==> src/rtl/owh_pkg.sv <==
package owh_pkg;

  localparam logic [4:0] A_INSTR = 5'h00;
  localparam logic [4:0] A_CTRL  = 5'h04;
  localparam logic [4:0] A_IRQE  = 5'h08;
  localparam logic [4:0] A_STAT  = 5'h0C;
  localparam logic [4:0] A_DATA  = 5'h10;
  localparam logic [4:0] A_VER   = 5'h18;
  localparam logic [4:0] A_ID    = 5'h1C;

  localparam int B_DONE   = 0;
  localparam int B_READY  = 4;
  localparam int B_ABSENT = 31;
  localparam int B_GO     = 0;
  localparam int B_SRST   = 31;

  typedef enum logic [3:0] {
    OPC_RESET  = 4'h8,
    OPC_RDBIT  = 4'hC,
    OPC_RDBYTE = 4'hD,
    OPC_WRBIT  = 4'hE,
    OPC_WRBYTE = 4'hF
  } opc_e;

  typedef enum logic [1:0] {ST_IDLE, ST_SLOT, ST_FIN} eng_st_e;

  typedef struct packed {
    logic valid;
    logic is_rst;
    logic is_rd;
    logic is_byte;
  } op_dec_t;

  function automatic op_dec_t decode_op(logic [3:0] code);
    op_dec_t d;
    d = '0;
    case (code)
      OPC_RESET:  begin d.valid = 1'b1; d.is_rst = 1'b1; end
      OPC_RDBIT:  begin d.valid = 1'b1; d.is_rd = 1'b1; end
      OPC_RDBYTE: begin d.valid = 1'b1; d.is_rd = 1'b1; d.is_byte = 1'b1; end
      OPC_WRBIT:  begin d.valid = 1'b1; end
      OPC_WRBYTE: begin d.valid = 1'b1; d.is_byte = 1'b1; end
      default:    d = '0;
    endcase
    return d;
  endfunction

endpackage

==> src/rtl/owh_tick.sv <==
module owh_tick #(
  parameter int DIV = 50
) (
  input  logic clk,
  input  logic rst,
  input  logic clr,
  output logic tick
);
  generate
    if (DIV <= 1) begin : g_pass
      logic unused_pass;
      assign unused_pass = clk ^ rst ^ clr;
      assign tick = 1'b1;
    end else begin : g_cnt
      localparam int CW = $clog2(DIV);
      localparam logic [CW-1:0] LAST = CW'(DIV - 1);
      logic [CW-1:0] cnt;
      always_ff @(posedge clk) begin
        if (rst || clr)       cnt <= '0;
        else if (cnt == LAST) cnt <= '0;
        else                  cnt <= cnt + 1'b1;
      end
      assign tick = (cnt == LAST);
    end
  endgenerate
endmodule

==> src/rtl/owh_sync.sv <==
module owh_sync #(
  parameter int   STAGES  = 2,
  parameter logic RST_VAL = 1'b1
) (
  input  logic clk,
  input  logic rst,
  input  logic d,
  output logic q
);
  logic [STAGES-1:0] sh;
  always_ff @(posedge clk) begin
    if (rst) sh <= {STAGES{RST_VAL}};
    else     sh <= {sh[STAGES-2:0], d};
  end
  assign q = sh[STAGES-1];
endmodule

==> src/rtl/owh_engine.sv <==
module owh_engine
  import owh_pkg::*;
#(
  parameter int T_RST_LOW  = 480,
  parameter int T_PRES_SMP = 70,
  parameter int T_RST_WIN  = 480,
  parameter int T_SHORT    = 6,
  parameter int T_LONG     = 60,
  parameter int T_RD_SMP   = 15,
  parameter int T_SLOT     = 70
) (
  input  logic        clk,
  input  logic        rst,
  input  logic        abort,
  input  logic        tick,
  input  logic        start,
  input  logic [11:0] instr,
  input  logic        line_in,
  output logic        bus_low,
  output logic        active,
  output logic        fin,
  output logic        rx_upd,
  output logic [7:0]  rx_byte,
  output logic        pres_upd,
  output logic        pres_absent
);
  localparam int US_W = $clog2(T_RST_LOW + T_RST_WIN + 1);
  localparam logic [US_W-1:0] C_RST_LOW = US_W'(T_RST_LOW);
  localparam logic [US_W-1:0] C_RST_SMP = US_W'(T_RST_LOW + T_PRES_SMP);
  localparam logic [US_W-1:0] C_RST_END = US_W'(T_RST_LOW + T_RST_WIN);
  localparam logic [US_W-1:0] C_SHORT   = US_W'(T_SHORT);
  localparam logic [US_W-1:0] C_LONG    = US_W'(T_LONG);
  localparam logic [US_W-1:0] C_RD_SMP  = US_W'(T_RD_SMP);
  localparam logic [US_W-1:0] C_SLOT    = US_W'(T_SLOT);

  eng_st_e         st;
  logic [US_W-1:0] t;
  logic [7:0]      sr;
  logic [2:0]      left;
  logic            m_rst, m_rd, m_byte;
  logic            bus_q, fin_q, rx_upd_q, pres_upd_q, pres_q;
  logic [7:0]      rx_q;
  logic [US_W-1:0] low_len, smp_at, end_at;
  logic            has_smp;
  op_dec_t         dec;

  assign dec = decode_op(instr[11:8]);

  // slot shape for the bit currently in flight
  always_comb begin
    has_smp = m_rst | m_rd;
    if (m_rst) begin
      low_len = C_RST_LOW; smp_at = C_RST_SMP; end_at = C_RST_END;
    end else if (m_rd) begin
      low_len = C_SHORT;   smp_at = C_RD_SMP;  end_at = C_SLOT;
    end else begin
      low_len = sr[0] ? C_SHORT : C_LONG;
      smp_at  = '0;
      end_at  = C_SLOT;
    end
  end

  always_ff @(posedge clk) begin
    if (rst || abort) begin
      st <= ST_IDLE; t <= '0; sr <= '0; left <= '0;
      m_rst <= 1'b0; m_rd <= 1'b0; m_byte <= 1'b0;
      bus_q <= 1'b0; fin_q <= 1'b0; rx_upd_q <= 1'b0; pres_upd_q <= 1'b0;
      rx_q <= '0; pres_q <= 1'b0;
    end else begin
      fin_q      <= 1'b0;
      rx_upd_q   <= 1'b0;
      pres_upd_q <= 1'b0;
      bus_q      <= (st == ST_SLOT) && (t < low_len);
      case (st)
        ST_IDLE: if (start) begin
          t      <= '0;
          m_rst  <= dec.is_rst;
          m_rd   <= dec.is_rd;
          m_byte <= dec.is_byte;
          left   <= dec.is_byte ? 3'd7 : 3'd0;
          sr     <= dec.is_byte ? instr[7:0] : {7'b0, instr[0]};
          st     <= dec.valid ? ST_SLOT : ST_FIN;
        end
        ST_SLOT: if (tick) begin
          t <= t + 1'b1;
          if (has_smp && (t == smp_at - 1'b1)) begin
            if (m_rst) pres_q <= line_in;
            else       sr     <= {line_in, sr[7:1]};
          end
          if (t == end_at - 1'b1) begin
            if (left != 3'd0) begin
              left <= left - 1'b1;
              t    <= '0;
              if (!m_rd) sr <= {1'b0, sr[7:1]};
            end else begin
              st <= ST_FIN;
            end
          end
        end
        ST_FIN: begin
          st         <= ST_IDLE;
          fin_q      <= 1'b1;
          rx_upd_q   <= m_rd;
          pres_upd_q <= m_rst;
          if (m_rd) rx_q <= m_byte ? sr : {7'b0, sr[7]};
        end
        default: st <= ST_IDLE;
      endcase
    end
  end

  assign bus_low     = bus_q;
  assign active      = (st != ST_IDLE);
  assign fin         = fin_q;
  assign rx_upd      = rx_upd_q;
  assign rx_byte     = rx_q;
  assign pres_upd    = pres_upd_q;
  assign pres_absent = pres_q;
endmodule

==> src/rtl/owire_host.sv <==
module owire_host
  import owh_pkg::*;
#(
  parameter int          CLK_DIV     = 50,
  parameter int          SYNC_STAGES = 2,
  parameter int          T_RST_LOW   = 480,
  parameter int          T_PRES_SMP  = 70,
  parameter int          T_RST_WIN   = 480,
  parameter int          T_SHORT     = 6,
  parameter int          T_LONG      = 60,
  parameter int          T_RD_SMP    = 15,
  parameter int          T_SLOT      = 70,
  parameter logic [7:0]  MINOR_VER   = 8'h00,
  parameter logic [31:0] ID_WORD     = 32'h51A7_0E1D
) (
  input  logic        clk,
  input  logic        rst,
  input  logic        reg_we,
  input  logic [4:0]  reg_addr,
  input  logic [31:0] reg_wdata,
  output logic [31:0] reg_rdata,
  output logic        irq,
  output logic        ow_drive_low,
  input  logic        ow_in
);
  localparam logic [15:0] MAJOR_VER = 16'd1;

  logic [11:0] instr_q;
  logic        go_q, srst_q, en_done_q, en_ready_q;
  logic        busy_q, done_q, absent_q, irq_q;
  logic [7:0]  data_q;
  logic [31:0] rd_mux, rdata_q;
  logic        line_s, tick, launch;
  logic        eng_active, eng_fin, eng_rx_upd, eng_pres_upd, eng_absent;
  logic [7:0]  eng_rx;
  logic        unused_wbits;

  assign unused_wbits = ^reg_wdata[30:12];
  assign launch = go_q && !busy_q && !srst_q;

  owh_sync #(.STAGES(SYNC_STAGES), .RST_VAL(1'b1)) u_sync (
    .clk(clk), .rst(rst), .d(ow_in), .q(line_s)
  );

  owh_tick #(.DIV(CLK_DIV)) u_tick (
    .clk(clk), .rst(rst), .clr(launch), .tick(tick)
  );

  owh_engine #(
    .T_RST_LOW(T_RST_LOW), .T_PRES_SMP(T_PRES_SMP), .T_RST_WIN(T_RST_WIN),
    .T_SHORT(T_SHORT), .T_LONG(T_LONG), .T_RD_SMP(T_RD_SMP), .T_SLOT(T_SLOT)
  ) u_eng (
    .clk(clk), .rst(rst), .abort(srst_q), .tick(tick), .start(launch),
    .instr(instr_q), .line_in(line_s), .bus_low(ow_drive_low),
    .active(eng_active), .fin(eng_fin), .rx_upd(eng_rx_upd), .rx_byte(eng_rx),
    .pres_upd(eng_pres_upd), .pres_absent(eng_absent)
  );

  // software-written registers
  always_ff @(posedge clk) begin
    if (rst) begin
      instr_q <= '0; go_q <= 1'b0; srst_q <= 1'b0;
      en_done_q <= 1'b0; en_ready_q <= 1'b0;
    end else if (reg_we) begin
      case (reg_addr)
        A_INSTR: instr_q <= reg_wdata[11:0];
        A_CTRL: begin
          go_q   <= reg_wdata[B_GO];
          srst_q <= reg_wdata[B_SRST];
        end
        A_IRQE: begin
          en_done_q  <= reg_wdata[B_DONE];
          en_ready_q <= reg_wdata[B_READY];
        end
        default: ;
      endcase
    end
  end

  // launch / completion handshake
  always_ff @(posedge clk) begin
    if (rst || srst_q) begin
      busy_q <= 1'b0;
      done_q <= 1'b0;
    end else begin
      if (launch)                                busy_q <= 1'b1;
      else if (!go_q && !eng_active && !eng_fin) busy_q <= 1'b0;
      if (!go_q)        done_q <= 1'b0;
      else if (eng_fin) done_q <= 1'b1;
    end
  end

  // results
  always_ff @(posedge clk) begin
    if (rst) begin
      data_q   <= '0;
      absent_q <= 1'b0;
    end else begin
      if (eng_rx_upd)   data_q   <= eng_rx;
      if (eng_pres_upd) absent_q <= eng_absent;
    end
  end

  always_ff @(posedge clk) begin
    if (rst) irq_q <= 1'b0;
    else     irq_q <= (en_done_q & done_q) | (en_ready_q & !busy_q);
  end

  always_comb begin
    rd_mux = '0;
    case (reg_addr)
      A_INSTR: rd_mux[11:0] = instr_q;
      A_CTRL: begin
        rd_mux[B_GO]   = go_q;
        rd_mux[B_SRST] = srst_q;
      end
      A_IRQE: begin
        rd_mux[B_DONE]  = en_done_q;
        rd_mux[B_READY] = en_ready_q;
      end
      A_STAT: begin
        rd_mux[B_DONE]   = done_q;
        rd_mux[B_READY]  = !busy_q;
        rd_mux[B_ABSENT] = absent_q;
      end
      A_DATA:  rd_mux[7:0] = data_q;
      A_VER:   rd_mux = {8'h00, MAJOR_VER, MINOR_VER};
      A_ID:    rd_mux = ID_WORD;
      default: rd_mux = '0;
    endcase
  end

  always_ff @(posedge clk) begin
    if (rst) rdata_q <= '0;
    else     rdata_q <= rd_mux;
  end

  assign reg_rdata = rdata_q;
  assign irq       = irq_q;
endmodule

==> config.mk <==
export PLATFORM = sky130hd
export DESIGN_NAME = owire_host
export DESIGN_NICKNAME = d
export VERILOG_FILES = /design/src/rtl/owh_pkg.sv /design/src/rtl/owh_tick.sv /design/src/rtl/owh_sync.sv /design/src/rtl/owh_engine.sv /design/src/rtl/owire_host.sv
export SDC_FILE = /design/constraint.sdc
export NUM_CORES = 1
export LEC_CHECK = 0
export BUFFER_PORTS_ARGS = -buffer_cell sky130_fd_sc_hd__buf_4
export CAP_MARGIN = 20
export CORE_ASPECT_RATIO = 1.75
export CORE_UTILIZATION = 55
export DETAILED_ROUTE_END_ITERATION = 8
export GPL_TIMING_DRIVEN = 0
export PLACE_DENSITY = 0.79
export SYNTH_ARGS = -nofsm -noshare
export SYNTH_HDL_FRONTEND = slang
export SYNTH_SLANG_ARGS = --single-unit
==> constraint.sdc <==
create_clock -name clk -period 2.67 [get_ports clk]
set_input_delay 0 -clock clk [delete_from_list [all_inputs] [get_ports clk]]
set_output_delay 0 -clock clk [all_outputs]
set_load 0.05 [all_outputs]
==> metrics.yaml <==
cts-root-buf: "clkbuf_16"
cts.clk_slew.worst_paths_ns: 0.07
status: "completed"
yosysSeqAreaShare: 0.414
slew_headroom: 0.372
critical_path.max_fanout: 10
drc: 0
stdcell_count: 656
fmax_mhz: 402
synth_top_area_frac: 0.414
clk_latency_ns: 0.35
setup.worst_path.end_class: "register"
overflow: 0
area_delta_synth_final_pct: 22.4
cellLeakagePower_nw: 2.18
gp_routability_congestion: 0.904
antenna_found_initial: 0
clk_path_buf_depth: 2
hp-start: "reg_addr[1]"
critPathLaunchType: "register"
layout-drive-gt1-share: 0.180
fill_cells: 598
ys_warn_count: 0
wl_per_cell_um: 16.8
synth_cell_type_count: 68
tightest_slew_ns: 0.928
hold_end: "reg_rdata[30]"
holdPathStages: 4
critPathArrivalTime_ns: 2.78
cts_htree_levels: 3
finalSetupViolCount: 0
finalCritPeriodShare: 0.932
fp.dieH_um: 119
grt_pass1_wl_mm: 18.3
synth_cells: 486
firstDrtPassIters: 5
setup_tns_ns: 0
vias: 3838
reg2reg_to: "u_eng.sr[5]"
fin_nets: 616
cts_sinks: 89
hold_viol: 0
dp_cells: 626
core_area_sq_um: 7570
portBuffers: 42
cap_viol_max_count: 0
wl_mm: 11.0
rows: 42
num_antenna_cells: 0
cts_tree: "built"
drt_iter0_drc: 217
routed_via_density: 5.85
min_path_type: "input port to register"
total_power_mw: 3.03
finalClockSkew_ns: 0.00730
r2r_start: "srst_q"
grt_pass1_vias: 3864
synth_top_area_cell: "dfxtp_1"
path_class: "register to register"
synth_area_sq_um: 4300
postSynthAreaPerCell_sq_um: 8.85
grt_use_total: 0.299
cts_setup_buffers: 0
irDropWorstVdd_v: 0.000508
r2r_slack_ns: 0.18
power_density_nw_per_um2: 575
fp.dieW_um: 68.9
rsz0062_at_grt: "no"
ant_nets: 0
maxSlewViolCount: 0
grt_max_degree: 16
fin_util: 0.696
synth_flop_cell: "dfxtp_1"
ios: 75
ys_ff_latch: 89
dieArea_sq_um: 8190
synth-async-reset-ratio: 0
cts_made_buffers: 9
synth_edf_count: 0
dp_hpwl_mm: 7.81
period_needed_ns: 2.49
ys_top_cells_by_area: "dfxtp_1, mux2i_1, nor2_1"
reg2reg_depth: 5
initial_core_util: 0.569
crit_required_ns: 2.96
state kept, by name (all words and copies together) (netlist names), 2 cells and up:
name	flops
u_eng.t	10
u_eng.rx_byte	8
u_sync.sh	2
u_eng.st	2
data_q	8
reg_rdata	14
u_eng.sr	8
u_tick.g_cnt.cnt	6
u_eng.left	3
instr_q	12
what timing repair did:
| action | 4_1_cts | 5_1_grt |
|---|---|---|
| hold endpoints to repair | 18 | 0 |
| setup endpoints to repair | 0 | 11 |
| hold buffers | 15 | 0 |
| resized for setup | 0 | 1 |
critical path: stages, from the launching register on:
cell	delay [ns]
dfxtp_1	0.43
nor4b_1	0.84
clkbuf_1	0.45
o21ai_0	0.21
a21oi_2	0.30
a221o_1	0.20
report_power, final:
| part | leakage [nW] | internal [mW] | switching, mW |
|---|---|---|---|
| registers | 0.718 | 1.34 | 0.00788 |
| clock network | 0.173 | 0.946 | 0.551 |
| logic | 1.29 | 0.0755 | 0.116 |
| total | 2.18 | 2.36 | 0.675 |
kinds of logic after synthesis:
kind of cell               synth area share
adders and majority gates            0.0349
AOI/OAI and AO/OA                     0.153
other                              0.000872
muxes                                0.0867
buffers and inverters                0.0672
DFF                                   0.414
and+or+nand+nor                       0.223
xor gates and xnor gates             0.0204
Yosys cell counts, types with 3 or more instances:
cell and count:
a21oi_1 30, clkbuf_1 18, xnor2_1 3, xor2_1 7
and2_1 7, mux2i_1 35, a221o_1 7, inv_1 11
buf_2 6, a31oi_1 3, nor2b_1 3, nand4_1 4
o32ai_1 5, ha_1 12, and4_1 4, a21boi_1 5
nor3b_1 3, o21ai_0 14, or3_1 9, and3_1 5
nor4b_1 3, nand3_1 18, buf_4 18, nor4_1 3
nand2_1 41, nor2_1 66, or2_2 3, dfxtp_1 89
nand2b_1 3, nor3_1 6
layer usage:
metal | vias to the layer above | wire length, um | global-route usage
li1 | 1846 | - | -
met2 | 136 | 5980 | 0.521
met1 | 1819 | 4160 | 0.312
met5 | - | 0 | 0
met3 | 37 | 407 | 0.0623
met4 | 0 | 463 | 0.175
worst max-delay path by stage:
stage | startpoint | endpoint | cells past startpoint
6_report | srst_q | u_eng.sr[5] | 5
3_5_place_dp | u_eng.m_rst | u_eng.left[2] | 8
2_1_floorplan | u_eng.m_rst | u_eng.sr[2] | 9
5_1_grt | u_eng.m_rst | u_eng.left[2] | 8
4_1_cts | u_eng.m_rst | u_eng.left[2] | 8
3_3_place_gp | u_eng.m_rst | u_eng.left[0] | 8
through the flow:
stage	area [sq um]	hold WS (ns)	setup slack [ns]
2_1_floorplan	4340	0.104	0.451
3_3_place_gp	4770	0.194	0.133
3_5_place_dp	4770	0.195	0.0605
4_1_cts	5270	0.00396	0.0577
5_1_grt	5270	0.0146	0.0366
6_report	5270	0.00475	0.182
final cells by class:
cell class              count  area (sq um)  share of cell area
clock inverters             6           113              0.0214
inverters                  11          41.3             0.00784
flip-flops and latches     89          1780               0.338
repair buffers             57           465              0.0883
multi-input cells         352          2270               0.432
plain buffers              43           244              0.0463
clock buffers              10           239              0.0454
well taps                  88           110              0.0209
cell usage in the layout (no fill, tap or decap), drive strengths merged, types with 4 or more instances in the layout:
| cell type | n |
|---|---|
| a21boi | 5 |
| a21oi | 31 |
| a221o | 7 |
| and2 | 9 |
| and3 | 5 |
| and4 | 4 |
| buf | 67 |
| clkbuf | 28 |
| conb | 11 |
| dfxtp | 89 |
| dlygate4sd3 | 15 |
| ha | 12 |
| inv | 13 |
| mux2i | 35 |
| nand2 | 41 |
| nand3 | 18 |
| nand4 | 4 |
| nor2 | 67 |
| nor3 | 7 |
| o21ai | 17 |
| o32ai | 5 |
| or2 | 4 |
| or3 | 9 |
| xor2 | 7 |
Power figures use the tool's default switching activity.
